## src/rtl/pkt_btb_pkg.sv

```systemverilog
// Shared encodings for the fetch-packet branch target buffer.
// Assumes a 2-bit control-flow kind field written by the redirect port.
package pkt_btb_pkg;
    localparam int KIND_W = 2;
    localparam logic [KIND_W-1:0] KIND_COND = 2'b00;
    localparam logic [KIND_W-1:0] KIND_JUMP = 2'b01;
    localparam logic [KIND_W-1:0] KIND_RET  = 2'b10;
endpackage

```

## src/rtl/pkt_btb_match.sv

```systemverilog
// Parallel tag comparator: one equality compare per entry, qualified by valid.
// Assumes at most one entry matches (the writer never duplicates a tag).
module pkt_btb_match #(
    parameter int ADDR_W  = 32,
    parameter int ENTRIES = 8,
    localparam int IDX_W  = $clog2(ENTRIES)
) (
    input  logic [ENTRIES-1:0]             valid,
    input  logic [ENTRIES-1:0][ADDR_W-1:0] tags,
    input  logic [ADDR_W-1:0]              key,
    output logic [ENTRIES-1:0]             hit_vec,
    output logic                           any_hit,
    output logic [IDX_W-1:0]               hit_idx
);
    // Per-entry compare, replicated across the array.
    for (genvar e = 0; e < ENTRIES; e++) begin : g_cmp
        assign hit_vec[e] = valid[e] && (tags[e] == key);
    end

    assign any_hit = |hit_vec;

    // Encode the matching entry into an index.
    always_comb begin
        hit_idx = '0;
        for (int i = 0; i < ENTRIES; i++) begin
            if (hit_vec[i]) hit_idx = IDX_W'(i);
        end
    end
endmodule

```

## src/rtl/pkt_btb_victim.sv

```systemverilog
// Victim selection for new allocations: the lowest invalid entry, else the round-robin pointer.
// Assumes the pointer is maintained by the caller.
module pkt_btb_victim #(
    parameter int ENTRIES = 8,
    localparam int IDX_W  = $clog2(ENTRIES)
) (
    input  logic [ENTRIES-1:0] valid,
    input  logic [IDX_W-1:0]   rr_ptr,
    output logic [IDX_W-1:0]   victim
);
    // Scan downward so that the lowest invalid index wins.
    always_comb begin
        victim = rr_ptr;
        for (int i = ENTRIES - 1; i >= 0; i--) begin
            if (!valid[i]) victim = IDX_W'(i);
        end
    end
endmodule

```

## src/rtl/pkt_btb_resolve.sv

```systemverilog
// Final prediction: combines the hit entry with the direction and return-stack inputs,
// and builds the next fetch address and the slot mask. Purely combinational.
module pkt_btb_resolve
    import pkt_btb_pkg::*;
#(
    parameter int ADDR_W     = 32,
    parameter int SLOTS      = 4,
    parameter int INSN_BYTES = 4,
    localparam int SLOT_W    = $clog2(SLOTS),
    localparam int PKT_BYTES = SLOTS * INSN_BYTES
) (
    input  logic                hit,
    input  logic [KIND_W-1:0]   ent_kind,
    input  logic [SLOT_W-1:0]   ent_slot,
    input  logic [ADDR_W-1:0]   ent_target,
    input  logic                dir_taken,
    input  logic [ADDR_W-1:0]   ras_target,
    input  logic [ADDR_W-1:0]   fetch_addr,
    output logic                redirect,
    output logic [ADDR_W-1:0]   next_addr,
    output logic [SLOTS-1:0]    slot_valid,
    output logic [KIND_W-1:0]   kind_o,
    output logic [SLOT_W-1:0]   slot_o
);
    // Taken decision: the direction input matters only for a conditional hit.
    always_comb begin
        redirect = 1'b0;
        if (hit) begin
            if (ent_kind == KIND_COND) redirect = dir_taken;
            else                       redirect = 1'b1;
        end
    end

    // Target source: the return stack for returns, else the stored target.
    always_comb begin
        next_addr = fetch_addr + ADDR_W'(PKT_BYTES);
        if (redirect) next_addr = (ent_kind == KIND_RET) ? ras_target : ent_target;
    end

    // Slot mask: slots after the redirecting one are dropped.
    for (genvar s = 0; s < SLOTS; s++) begin : g_mask
        assign slot_valid[s] = !redirect || (int'(ent_slot) >= s);
    end

    assign kind_o = hit ? ent_kind : '0;
    assign slot_o = hit ? ent_slot : '0;
endmodule

```

## src/rtl/pkt_btb.sv

```systemverilog
// Fully associative branch target buffer tagged by fetch-packet address.
// Lookup is combinational from fetch_addr and the registered entries. Writes come from the
// redirect port and take effect at the next clock edge. Assumes the caller writes only taken
// redirects and that ENTRIES and SLOTS are at least 2.
module pkt_btb
    import pkt_btb_pkg::*;
#(
    parameter int ADDR_W     = 32,
    parameter int ENTRIES    = 8,
    parameter int SLOTS      = 4,
    parameter int INSN_BYTES = 4,
    localparam int IDX_W     = $clog2(ENTRIES),
    localparam int SLOT_W    = $clog2(SLOTS)
) (
    input  logic                clk,
    input  logic                rst_n,
    input  logic [ADDR_W-1:0]   fetch_addr,
    input  logic                dir_taken,
    input  logic [ADDR_W-1:0]   ras_target,
    input  logic                wr_en,
    input  logic [ADDR_W-1:0]   wr_fetch_addr,
    input  logic [ADDR_W-1:0]   wr_target,
    input  logic [KIND_W-1:0]   wr_kind,
    input  logic [SLOT_W-1:0]   wr_slot,
    output logic                hit,
    output logic [KIND_W-1:0]   hit_kind,
    output logic [SLOT_W-1:0]   hit_slot,
    output logic                redirect,
    output logic [ADDR_W-1:0]   next_addr,
    output logic [SLOTS-1:0]    slot_valid
);
    logic [ENTRIES-1:0]             valid_q;
    logic [ENTRIES-1:0][ADDR_W-1:0] tag_q;
    logic [ENTRIES-1:0][ADDR_W-1:0] tgt_q;
    logic [ENTRIES-1:0][KIND_W-1:0] kind_q;
    logic [ENTRIES-1:0][SLOT_W-1:0] slot_q;
    logic [IDX_W-1:0]               ptr_q;

    logic [ENTRIES-1:0] look_hit_vec, wr_hit_vec;
    logic               wr_hit;
    logic [IDX_W-1:0]   look_idx, wr_match_idx, victim_idx, wr_idx;

    // Lookup-side tag compare against the fetch address.
    pkt_btb_match #(.ADDR_W(ADDR_W), .ENTRIES(ENTRIES)) u_look (
        .valid(valid_q), .tags(tag_q), .key(fetch_addr),
        .hit_vec(look_hit_vec), .any_hit(hit), .hit_idx(look_idx)
    );

    // Write-side tag compare, used to find an existing entry to overwrite.
    pkt_btb_match #(.ADDR_W(ADDR_W), .ENTRIES(ENTRIES)) u_wmatch (
        .valid(valid_q), .tags(tag_q), .key(wr_fetch_addr),
        .hit_vec(wr_hit_vec), .any_hit(wr_hit), .hit_idx(wr_match_idx)
    );

    // Victim for a new allocation.
    pkt_btb_victim #(.ENTRIES(ENTRIES)) u_victim (
        .valid(valid_q), .rr_ptr(ptr_q), .victim(victim_idx)
    );

    assign wr_idx = wr_hit ? wr_match_idx : victim_idx;

    // Final prediction from the hit entry.
    pkt_btb_resolve #(.ADDR_W(ADDR_W), .SLOTS(SLOTS), .INSN_BYTES(INSN_BYTES)) u_resolve (
        .hit(hit), .ent_kind(kind_q[look_idx]), .ent_slot(slot_q[look_idx]),
        .ent_target(tgt_q[look_idx]), .dir_taken(dir_taken), .ras_target(ras_target),
        .fetch_addr(fetch_addr), .redirect(redirect), .next_addr(next_addr),
        .slot_valid(slot_valid), .kind_o(hit_kind), .slot_o(hit_slot)
    );

    // Valid bits and the round-robin pointer: cleared by reset, updated by writes.
    always_ff @(posedge clk) begin
        if (!rst_n) begin
            valid_q <= '0;
            ptr_q   <= '0;
        end else if (wr_en) begin
            valid_q[wr_idx] <= 1'b1;
            if (!wr_hit) ptr_q <= (ptr_q == IDX_W'(ENTRIES - 1)) ? '0 : ptr_q + 1'b1;
        end
    end

    // Entry payload: written at the edge, so a same-cycle lookup sees the old data.
    always_ff @(posedge clk) begin
        if (rst_n && wr_en) begin
            tag_q[wr_idx]  <= wr_fetch_addr;
            tgt_q[wr_idx]  <= wr_target;
            kind_q[wr_idx] <= wr_kind;
            slot_q[wr_idx] <= wr_slot;
        end
    end
endmodule

```

## config.mk

```make
export PLATFORM = sky130hd
export DESIGN_NAME = pkt_btb
export DESIGN_NICKNAME = d
export VERILOG_FILES = /design/src/rtl/pkt_btb_pkg.sv /design/src/rtl/pkt_btb_match.sv /design/src/rtl/pkt_btb_victim.sv /design/src/rtl/pkt_btb_resolve.sv /design/src/rtl/pkt_btb.sv
export SDC_FILE = /design/constraint.sdc
export NUM_CORES = 1
export LEC_CHECK = 0
export BUFFER_PORTS_ARGS = -buffer_cell sky130_fd_sc_hd__buf_2
export CORE_UTILIZATION = 61
export CTS_CLUSTER_DIAMETER = 50
export DETAILED_ROUTE_END_ITERATION = 7
export PLACE_DENSITY = 0.9
export SLEW_MARGIN = 20
export SYNTH_ARGS = -nofsm -noshare
export SYNTH_HDL_FRONTEND = slang
export SYNTH_HIERARCHICAL = 1
export SYNTH_SLANG_ARGS = --single-unit
```

## constraint.sdc

```tcl
create_clock -name clk -period 7.35 [get_ports clk]
set_clock_uncertainty 0.2 [all_clocks]
set_input_delay 0.735 -clock clk [delete_from_list [all_inputs] [get_ports clk]]
set_output_delay 0.735 -clock clk [all_outputs]
set_load 0.02 [all_outputs]
```

==> qor.csv <==
metric,value,unit
num ports,178,
Syn Area/Cell,15.4,um^2
starting density of the core,62.1,%
Buffers on Ports,176,
worst path cell trace,buf_2 > xnor2_1 > nand4_1 > nor4_1 > nand4_1 > o22ai_1 > a21oi_1 > o21bai_4 > mux4_1 > mux2_2 > o31ai_4 > buf_4 > a211oi_1 > a31oi_1 > buf_2,
fin nets,2055,
Slew headroom,33.6,%
unrepaired setup endpoints after global routing,no,
floorplan core area,0.0433,mm^2
# rows,76,
H-Tree Depth,2,
Hold WC Path Type,in -> reg,
Worst EP arrival,6.33,ns
vias in the first global route,17400,
final hold vios,0,
synth warn,6,
chip height,212,um
routability cong.,0.957,
die outline area,0.0449,mm^2
"Core Util, Final",69.3,%
Crit path required time,6.41,ns
Worst-path clk slew,0.06,ns
Yosys reg bits,555,
met1 usage,46.3,%
drt pass-1 iters,5,
Congestion Overflow GR,0,
clk sinks,555,
CTS root buf,clkbuf_16,
GR Util met3,10.7,%
post-synthesis cell count,1750,
Clock Latency Late Sink,0.64,ns
Iter 0 DRT Violations,2686,
pwr dens,224,mW/mm^2
grt met2 use,55.4,%
width of the die,212,um
"slowest stage delay, CP",0.66,ns
via count,17600,
critical path's top delay family,compound AO/OA/AOI/OAI gates,
first-pass GRT wire length,114,mm
Finished Cell Area,0.0300,mm^2
fmax,0.138,GHz
hold slack,0.160,ns
post-cts sizing count,0,
Yosys cell types,57,
worst-margin pin slew,0.996,ns
worst path buffer plus inverter count,3,
Routed Wire Length,79.8,mm
peak supply drop,207,uV
fraction of layout cells with a size suffix above 1,18.2,%
vias per std cell,6.92,
Post-Synthesis Cell Area,0.0269,mm^2
max-cap check violation count,0,
fin crit period,7.27,ns
largest net degree at the start of global routing,69,
Post-CTS Setup Bufs,0,
Max Slew Vio Count,0,
post-route setup TNS,0,ns
Layout Cells excl Fill,2547,
CTS tree,done,
type of destination of the critical path,primary output,
hpwl dp,50.4,mm
post-synthesis sequential area ratio,61.6,%
Placement Cell Area,0.0283,mm^2
worst setup path class,in -> out,
slowest stage cell on the critical path,mux4_1,
DP Cell Count,2444,
cts bufs inserted,55,
Syn-to-layout area delta,11.6,%
"antenna viol nets, final",0,
Bufs on Longest Clock Path,3,
Most Crowded Layer GR,met2,
mean routed wirelength per cell,31.3,um
"Hold-fix buffers, CTS",0,
Syn Nets,1889,
Setup crit start kind,primary input,
DRC viols,0,
GRT Total Usage,35.9,%
leakage power,9.98,nW
crit path max fanout,55,
# setup viols final,0,
status,"finished, final reports clean",
antenna violations before repair,5,
Tcrit/Tclk final,98.9,%
==> final timing paths <==
kind | start | to | slack, ns | cells past startpoint
setup / recovery | fetch_addr[25] | next_addr[22] | 0.08 | 15
setup reg to reg | tag_q[140] | tgt_q[192] | 1.89 | 11
hold reg to reg | ptr_q[2] | ptr_q[2] | 0.35 | 2
hold / removal | wr_target[26] | tgt_q[218] | 0.16 | 1
==> cell usage after synthesis (all sizes together) <==
cell    count  area [um^2]
nand2      27          109
or3         7         43.8
a22o        4         37.5
nand3b      2         15.0
buf        86          515
o41ai       1         8.76
o31ai      10         80.1
or4        13          105
nand2b      2         12.5
ha          3         37.5
o21ai      20          100
and4        2         17.5
and3b       1         8.76
o211ai      3         22.5
xnor2     168         1470
edfxtp    544        16300
and3        7         43.8
or3b        1         8.76
a211oi     23          173
o21bai      2         15.0
mux2       36          405
clkinv      2         7.51
nor2b      28          175
a21oi      15         75.1
xor2      349         3060
mux4       72         1890
or2         1         6.26
a32oi       1         8.76
nor2       21         88.8
clkbuf     16         61.3
nand3      47          235
dfxtp      11          220
nand4      54          357
nor3       23          145
conb        1         3.75
o22ai       6         37.5
a31oi      16          100
o32a        1         10.0
inv        15         61.3
and2        4         25.0
nor4       90          593
mux2i      13          130
or4b        2         20.0
==> cell type report <==
type	count	area (um^2)
Multi-Input combinational cell	1076	9780
Clock inverter	27	193
Fill cell	2581	13300
Inverter	17	68.8
Tap cell	585	732
Clock buffer	71	1460
Antenna cell	5	12.5
Sequential cell	555	16600
Timing Repair Buffer	211	1210
==> cells in the final DEF (no fill, tap or decap), types with 6 or more instances in the layout <==
cell / netlist / layout
clkinv_2: 0 / 7
o21ai_0: 20 / 20
clkinv_1: 2 / 15
or3_1: 7 / 7
dfxtp_1: 11 / 11
or4_1: 11 / 11
nor2b_1: 28 / 27
buf_2: 61 / 176
mux4_1: 72 / 72
a21oi_1: 15 / 15
nand2_1: 24 / 24
nor2_4: 0 / 8
nand3_1: 47 / 47
nor2_1: 17 / 9
a211oi_1: 23 / 23
mux2_2: 36 / 36
inv_1: 11 / 11
and3_1: 7 / 7
xnor2_1: 168 / 168
edfxtp_1: 544 / 544
buf_4: 3 / 30
nor4_1: 88 / 88
a31oi_1: 16 / 16
nor3_2: 6 / 6
o31ai_1: 9 / 8
nand4_1: 51 / 51
mux2i_1: 13 / 13
clkbuf_1: 15 / 15
nor3_1: 17 / 17
clkbuf_16: 0 / 56
o22ai_1: 6 / 6
xor2_1: 349 / 349
==> per-layer routing <==
metal  part of all wire [%]  vias up  routed length (um)
met5                      0        -                   0
met4                    5.4        0                4330
met3                     15      338               11800
met2                     46     1636               36500
met1                     34     8623               27200
li1                       -     7017                   -
==> through the flow <==
stage          total power [mW]  worst slack [ns]
2_1_floorplan              3.90              1.08
3_3_place_gp               4.09             0.615
3_5_place_dp               4.11             0.566
4_1_cts                    6.70             0.417
5_1_grt                    6.85             0.158
6_report                   6.71            0.0831
==> where the power goes <==
group          leakage [nW]  switching, mW  internal, mW  total (mW)
clock network         0.797           1.21          1.43        2.64
registers              5.00         0.0245          3.52        3.55
logic                  4.18          0.358         0.171       0.529
total                  9.98           1.59          5.13        6.71
==> state kept, by name, summed over array words and instances (netlist names) <==
signal / count
kind_q: 16
ptr_q: 3
slot_q: 16
tag_q: 256
tgt_q: 256
valid_q: 8
==> cell families (layout without fill, tap and decap cells) <==
kind of cell    Yosys count  in the layout  share of synthesized area, %
flops                   555            555                          61.6
xor+xnor                517            517                          16.8
simple gates            332            332                          7.48
mux                     121            121                          9.03
buf+inv                 119            326                          2.40
compound gates          102            102                          2.49
fa+ha+maj                 3              3                         0.140
other cells               1              6                        0.0140
Power figures use the tool's default switching activity.
